### src/rtl/bp_pkg.sv
package bp_pkg;
    typedef enum logic [1:0] {
        ST_NT_STRONG = 2'd0,
        ST_NT_WEAK   = 2'd1,
        ST_T_WEAK    = 2'd2,
        ST_T_STRONG  = 2'd3
    } hyst_state_e;
endpackage

### src/rtl/bp_hyst_entry.sv
module bp_hyst_entry
    import bp_pkg::*;
(
    input  logic clk,
    input  logic rst_n,
    input  logic upd_en,
    input  logic upd_taken,
    output logic pred_taken
);
    hyst_state_e state_q, state_d;

    always_ff @(posedge clk or negedge rst_n) begin
        if (!rst_n) state_q <= ST_NT_WEAK;
        else        state_q <= state_d;
    end

    always_comb begin
        state_d = state_q;
        if (upd_en) begin
            unique case (state_q)
                ST_NT_STRONG: state_d = upd_taken ? ST_NT_WEAK  : ST_NT_STRONG;
                ST_NT_WEAK:   state_d = upd_taken ? ST_T_STRONG : ST_NT_STRONG;
                ST_T_WEAK:    state_d = upd_taken ? ST_T_STRONG : ST_NT_STRONG;
                ST_T_STRONG:  state_d = upd_taken ? ST_T_STRONG : ST_T_WEAK;
                default:      state_d = ST_NT_WEAK;
            endcase
        end
    end

    always_comb begin
        pred_taken = (state_q == ST_T_WEAK) || (state_q == ST_T_STRONG);
    end

    // direction flips only out of a weak state, after two misses in a row
    assert_flip_from_weak_R5: assert property (@(posedge clk) disable iff (!rst_n)
        (pred_taken != $past(pred_taken)) |->
            ($past(state_q) == ST_T_WEAK || $past(state_q) == ST_NT_WEAK));

    // no update strobe, no state change
    assert_idle_hold_R8: assert property (@(posedge clk) disable iff (!rst_n)
        !$past(upd_en) |-> $stable(state_q));
endmodule

### src/rtl/bp_ghist.sv
module bp_ghist #(
    parameter int HIST_W = 2
) (
    input  logic              clk,
    input  logic              rst_n,
    input  logic              shift_en,
    input  logic              shift_bit,
    output logic [HIST_W-1:0] hist
);
    logic [HIST_W-1:0] hist_q;

    always_ff @(posedge clk or negedge rst_n) begin
        if (!rst_n)        hist_q <= '0;
        else if (shift_en) hist_q <= {hist_q[HIST_W-2:0], shift_bit};
    end

    assign hist = hist_q;

    // one outcome shifted in per resolved branch
    assert_shift_in_R4: assert property (@(posedge clk) disable iff (!rst_n)
        $past(shift_en) |-> (hist == {$past(hist[HIST_W-2:0]), $past(shift_bit)}));

    assert_hist_hold_R4: assert property (@(posedge clk) disable iff (!rst_n)
        !$past(shift_en) |-> $stable(hist));
endmodule

### src/rtl/bp_hyst_table.sv
module bp_hyst_table #(
    parameter int IDX_W  = 4,
    parameter int HIST_W = 2
) (
    input  logic                    clk,
    input  logic                    rst_n,
    input  logic [IDX_W+HIST_W-1:0] rd_sel,
    output logic                    rd_taken,
    input  logic                    wr_en,
    input  logic [IDX_W+HIST_W-1:0] wr_sel,
    input  logic                    wr_taken
);
    localparam int ENTRIES = 1 << (IDX_W + HIST_W);

    logic [ENTRIES-1:0] pred_vec;
    logic [ENTRIES-1:0] we_vec;

    for (genvar e = 0; e < ENTRIES; e++) begin : g_entry
        assign we_vec[e] = wr_en && (wr_sel == e[IDX_W+HIST_W-1:0]);
        bp_hyst_entry u_entry (
            .clk        (clk),
            .rst_n      (rst_n),
            .upd_en     (we_vec[e]),
            .upd_taken  (wr_taken),
            .pred_taken (pred_vec[e])
        );
    end

    assign rd_taken = pred_vec[rd_sel];

    // a resolve touches at most one machine
    assert_single_write_R6: assert property (@(posedge clk) disable iff (!rst_n)
        $onehot0(we_vec));

    // strobe present means exactly one machine enabled
    assert_write_lands_R6: assert property (@(posedge clk) disable iff (!rst_n)
        wr_en |-> ($countones(we_vec) == 1));
endmodule

### src/rtl/bp_dir_predictor.sv
module bp_dir_predictor #(
    parameter int PC_W   = 32,
    parameter int IDX_W  = 4,
    parameter int HIST_W = 2
) (
    input  logic              clk,
    input  logic              rst_n,
    input  logic [PC_W-1:0]   lk_pc,
    output logic              lk_taken,
    output logic [HIST_W-1:0] lk_hist,
    input  logic              up_valid,
    input  logic [PC_W-1:0]   up_pc,
    input  logic [HIST_W-1:0] up_hist,
    input  logic              up_taken
);
    localparam int SEL_W = IDX_W + HIST_W;

    logic [HIST_W-1:0] cur_hist;
    logic [SEL_W-1:0]  rd_sel;
    logic [SEL_W-1:0]  wr_sel;
    logic              lk_unused;

    bp_ghist #(.HIST_W(HIST_W)) u_ghist (
        .clk       (clk),
        .rst_n     (rst_n),
        .shift_en  (up_valid),
        .shift_bit (up_taken),
        .hist      (cur_hist)
    );

    assign rd_sel  = {lk_pc[IDX_W+1:2], cur_hist};
    assign wr_sel  = {up_pc[IDX_W+1:2], up_hist};
    assign lk_hist = cur_hist;

    assign lk_unused = ^{lk_pc[PC_W-1:IDX_W+2], lk_pc[1:0],
                         up_pc[PC_W-1:IDX_W+2], up_pc[1:0]};

    bp_hyst_table #(.IDX_W(IDX_W), .HIST_W(HIST_W)) u_table (
        .clk      (clk),
        .rst_n    (rst_n),
        .rd_sel   (rd_sel),
        .rd_taken (lk_taken),
        .wr_en    (up_valid),
        .wr_sel   (wr_sel),
        .wr_taken (up_taken)
    );

    // prediction never unknown once out of reset
    assert_pred_known_R1: assert property (@(posedge clk) disable iff (!rst_n)
        !$isunknown({lk_taken, lk_hist}));
endmodule

### config.mk
export PLATFORM = sky130hd
export DESIGN_NAME = bp_dir_predictor
export DESIGN_NICKNAME = d
export VERILOG_FILES = /design/src/rtl/bp_pkg.sv /design/src/rtl/bp_hyst_entry.sv /design/src/rtl/bp_ghist.sv /design/src/rtl/bp_hyst_table.sv /design/src/rtl/bp_dir_predictor.sv
export SDC_FILE = /design/constraint.sdc
export NUM_CORES = 1
export LEC_CHECK = 0
export BUFFER_PORTS_ARGS = -buffer_cell sky130_fd_sc_hd__buf_2
export CORE_AREA = 2 2 157 159
export DETAILED_ROUTE_END_ITERATION = 10
export DIE_AREA = 0 0 159 161
export GPL_ROUTABILITY_DRIVEN = 0
export GPL_TIMING_DRIVEN = 0
export PLACE_DENSITY = 0.47
export SYNTH_ARGS = -nofsm -noshare
export SYNTH_HDL_FRONTEND = slang
export SYNTH_SLANG_ARGS = --single-unit
### constraint.sdc
create_clock -name clk -period 2.7 [get_ports clk]
set_clock_uncertainty 0.1 [all_clocks]
set_input_delay 0.54 -clock clk [delete_from_list [all_inputs] [get_ports clk]]
set_output_delay 0.54 -clock clk [all_outputs]
set_load 0.1 [all_outputs]
==> impl_metrics.tcl <==
set metrics [dict create \
    status "complete, but fails checks" \
    violations "negative setup slack" \
    drt_wl_total_um 21100 \
    floorplan.initialDensity_pct 34.5 \
    synth_nets 1047 \
    number_of_global_route_vias_before_repair 5756 \
    final.setup.tns_ps -389 \
    ctsHtreeMaxLevel 4 \
    slew_headroom_pct 26.5 \
    whs_ps 14.5 \
    area_delta_synth_final_pct 14.9 \
    portbufs 13 \
    setup.worst_path.start_class "flop" \
    cts_root_buf "clkbuf_16" \
    grt_remaining_overflow 0 \
    total_leakage_power_nw 4.23 \
    design.final.nets 1084 \
    syn_inst 849 \
    nFillCells 2420 \
    grt_setup_unrepaired "yes" \
    endpoint_kind "output port" \
    final_hold_viol_count 0 \
    pin_count_of_the_biggest_net_entering_global_routing 69 \
    design.core.area_um2 24000 \
    dr.first_iter.drc_count 315 \
    number_of_storage_elements_in_the_synthesis_netlist 130 \
    clk_path_buf_depth 2 \
    vdd_ir_drop_max_uv 278 \
    power_density_nw_per_um2 610 \
    path_max_fanout 7 \
    initial_antenna_violation_count 0 \
    post_detailed_route_via_to_cell_ratio 4.71 \
    utilization_after_layout_pct 39.7 \
    data_arrival_at_the_endpoint_of_the_critical_path_ps 2450 \
    dp.cells 1187 \
    first_pass_iters 5 \
    routed_wire_length_per_instance_um 17.2 \
    syn-mean-instance-area_um2 9.75 \
    seq_total_area_yosys_pct 40.3 \
    worst_skew_pair.late_latency_ps 430 \
    max-cap-violations 0 \
    die-area_um2 25600 \
    syn_area_um2 8280 \
    maxClockFrequency_ghz 0.324 \
    io_pins 73 \
    fp-row-count 57 \
    grt_first_pass_wirelength_um 34300 \
    vias 5756 \
    globalRouteTotalUtil_pct 17.6 \
    synth.distinct_cells 38 \
    hold_removal_path_class "input port to asynchronous set/reset pin" \
    clk_pin_slew_worst_paths_ps 60 \
    worst_pin_slew_ps 1090 \
    timing_max_transition_violations_final 0 \
    final_antenna_net_count 0 \
    clock_sink_count 130 \
    die_w_um 159 \
    synth.yosys.warnings 0 \
    final_min_period_over_clock_period_pct 114 \
    tritoncts.num_buffers 17 \
    worstPathRequired_ps 2060 \
    place_hpwl_um 15200 \
    chip_height_um 161 \
    setup-violations-final 1 \
    post_layout_nonfiller_instances 1223 \
    drive_gt1_share_pct 21.8 \
    post-route-drc-count 0 \
    setup_ws_ps -389 \
    post-route-min-period_ps 3090 \
    insertedDiodeCount 0 \
    tritoncts "done" \
    worst-setup-path-type "flop to output port" \
]
## path summary, 6_finish.rpt
kind / from / end / slack (ps) / cells after the start
worst min-delay path: rst_n / u_table.g_entry[20].u_entry.state_q[1]$_DFFE_PN0P_ / 10 / 1
worst min register to register: u_table.g_entry[34].u_entry.state_q[1]$_DFFE_PN0P_ / u_table.g_entry[34].u_entry.state_q[1]$_DFFE_PN0P_ / 420 / 2
worst max register to register: u_table.g_entry[43].u_entry.state_q[0]$_DFFE_PN1P_ / u_table.g_entry[43].u_entry.state_q[1]$_DFFE_PN0P_ / 1250 / 6
worst max-delay path: u_ghist.hist[0]$_DFFE_PN0P_ / lk_taken / -390 / 7
min in group clk: u_table.g_entry[34].u_entry.state_q[1]$_DFFE_PN0P_ / u_table.g_entry[34].u_entry.state_q[1]$_DFFE_PN0P_ / 420 / 2
max in group asynchronous: rst_n / u_table.g_entry[48].u_entry.state_q[0]$_DFFE_PN1P_ / 1680 / 2
## per-layer routing
metal,track usage [%],part of all wire [%]
met5,0,0
met4,3.97,0.71
met3,3.26,2.5
met2,28.4,46
met1,24.7,50
## cell families (layout without fill, tap and decap cells)
kind of cell | after synthesis | in the layout | synth area share [%]
multiplexers | 69 | 69 | 11.2
AND/OR/NAND/NOR | 211 | 211 | 10.5
AO/OA/AOI/OAI | 156 | 156 | 11.4
adder cells (fa/ha/maj) | 128 | 128 | 19.3
flip-flops | 130 | 130 | 40.3
buffers and inverters | 155 | 205 | 7.27
## worst max-delay path, cell delays in order (launching register included)
cell and delay (ps):
dfrtp_4 460, buf_12 150, mux4_2 570, o2111ai_2 100
nand3_2 110, nor4_4 340, a211oi_4 80, buf_12 190
## synth_stat cells
| cell | number | share of area, % |
|---|---|---|
| buf_4 | 1 | 0.091 |
| o31ai_1 | 47 | 4.3 |
| dfstp_2 | 64 | 20 |
| buf_2 | 7 | 0.42 |
| a221oi_1 | 1 | 0.11 |
| a32o_1 | 1 | 0.12 |
| and3b_1 | 1 | 0.11 |
| o211ai_1 | 2 | 0.18 |
| ha_1 | 128 | 19 |
| nand2_1 | 133 | 6.0 |
| a22oi_1 | 2 | 0.18 |
| dfrtp_1 | 66 | 20 |
| o2111ai_1 | 1 | 0.11 |
| nand3b_1 | 1 | 0.091 |
| a21oi_1 | 64 | 3.9 |
| nor3_1 | 9 | 0.54 |
| mux4_2 | 5 | 1.4 |
| mux2_2 | 51 | 6.9 |
| inv_2 | 1 | 0.045 |
| or2_2 | 5 | 0.38 |
| nand3_1 | 3 | 0.18 |
| nor3b_1 | 1 | 0.091 |
| and3_1 | 2 | 0.15 |
| nor2_1 | 46 | 2.1 |
| buf_6 | 1 | 0.14 |
| or3b_2 | 1 | 0.11 |
| a211oi_1 | 1 | 0.091 |
| nor4_2 | 1 | 0.15 |
| a221oi_2 | 1 | 0.18 |
| nand2b_1 | 5 | 0.38 |
| a211oi_2 | 1 | 0.15 |
| o21ai_0 | 35 | 2.1 |
| clkbuf_1 | 15 | 0.68 |
| inv_1 | 130 | 5.9 |
| mux2i_1 | 6 | 0.73 |
| mux4_1 | 7 | 2.2 |
| nand4_1 | 1 | 0.076 |
| nor4_1 | 2 | 0.15 |
## final cells by class
cell class,instances,area [µm²],share of cell area (%)
Tap cell,324,405,4.26
Sequential cell,130,3340,35.1
Timing Repair Buffer,19,159,1.67
Buffer,23,130,1.37
Multi-Input combinational cell,564,4390,46.1
Clock buffer,22,464,4.88
Clock inverter,10,133,1.39
Inverter,131,494,5.19
## cell usage in the layout, fill, tap and decap left out, types with 3 or more instances in the layout
| cell | n |
|---|---|
| nand2_1 | 133 |
| ha_1 | 128 |
| dfrtp_1 | 64 |
| clkbuf_16 | 17 |
| nor2_1 | 46 |
| buf_2 | 15 |
| inv_1 | 130 |
| nand2b_1 | 5 |
| mux4_2 | 9 |
| buf_4 | 4 |
| clkinvlp_4 | 3 |
| a21oi_1 | 64 |
| bufinv_16 | 3 |
| or2_2 | 5 |
| mux2i_1 | 6 |
| o21ai_0 | 35 |
| mux2_2 | 51 |
| clkbuf_1 | 18 |
| nor3_1 | 9 |
| buf_6 | 4 |
| clkinv_2 | 4 |
| dfstp_2 | 64 |
| o31ai_1 | 47 |
| mux4_1 | 3 |
## registers in the layout (all words and copies together) (netlist names)
| register | flops |
|---|---|
| u_table.g_entry.u_entry.state_q | 128 |
| u_ghist.hist | 2 |
## through the flow
| stage | setup WS [ps] | power (mW) | instance area (µm²) |
|---|---|---|---|
| finish | -389 | 5.81 | 9520 |
| global route | -462 | 6.17 | 9520 |
| detailed placement | -340 | 3.42 | 8810 |
| CTS | -426 | 5.89 | 9500 |
| global placement | -1500 | 3.39 | 8780 |
| floorplan | -354 | 3.10 | 8310 |
## power breakdown
part / total [mW] / internal, mW / switching (mW) / leakage [nW]
Sequential: 2.42 / 2.26 / 0.162 / 1.52
Combinational: 1.00 / 0.418 / 0.586 / 2.42
Clock: 2.38 / 1.49 / 0.886 / 0.286
Total: 5.81 / 4.17 / 1.63 / 4.23
## what timing repair did
item                                    in CTS  in global routing
hold buffers                                 0                  0
buffers inserted                             3                  2
pin swaps                                    6                  0
endpoints found under the setup margin       1                  1
resized for setup                           19                  1
(Power assumes the default switching activity.)
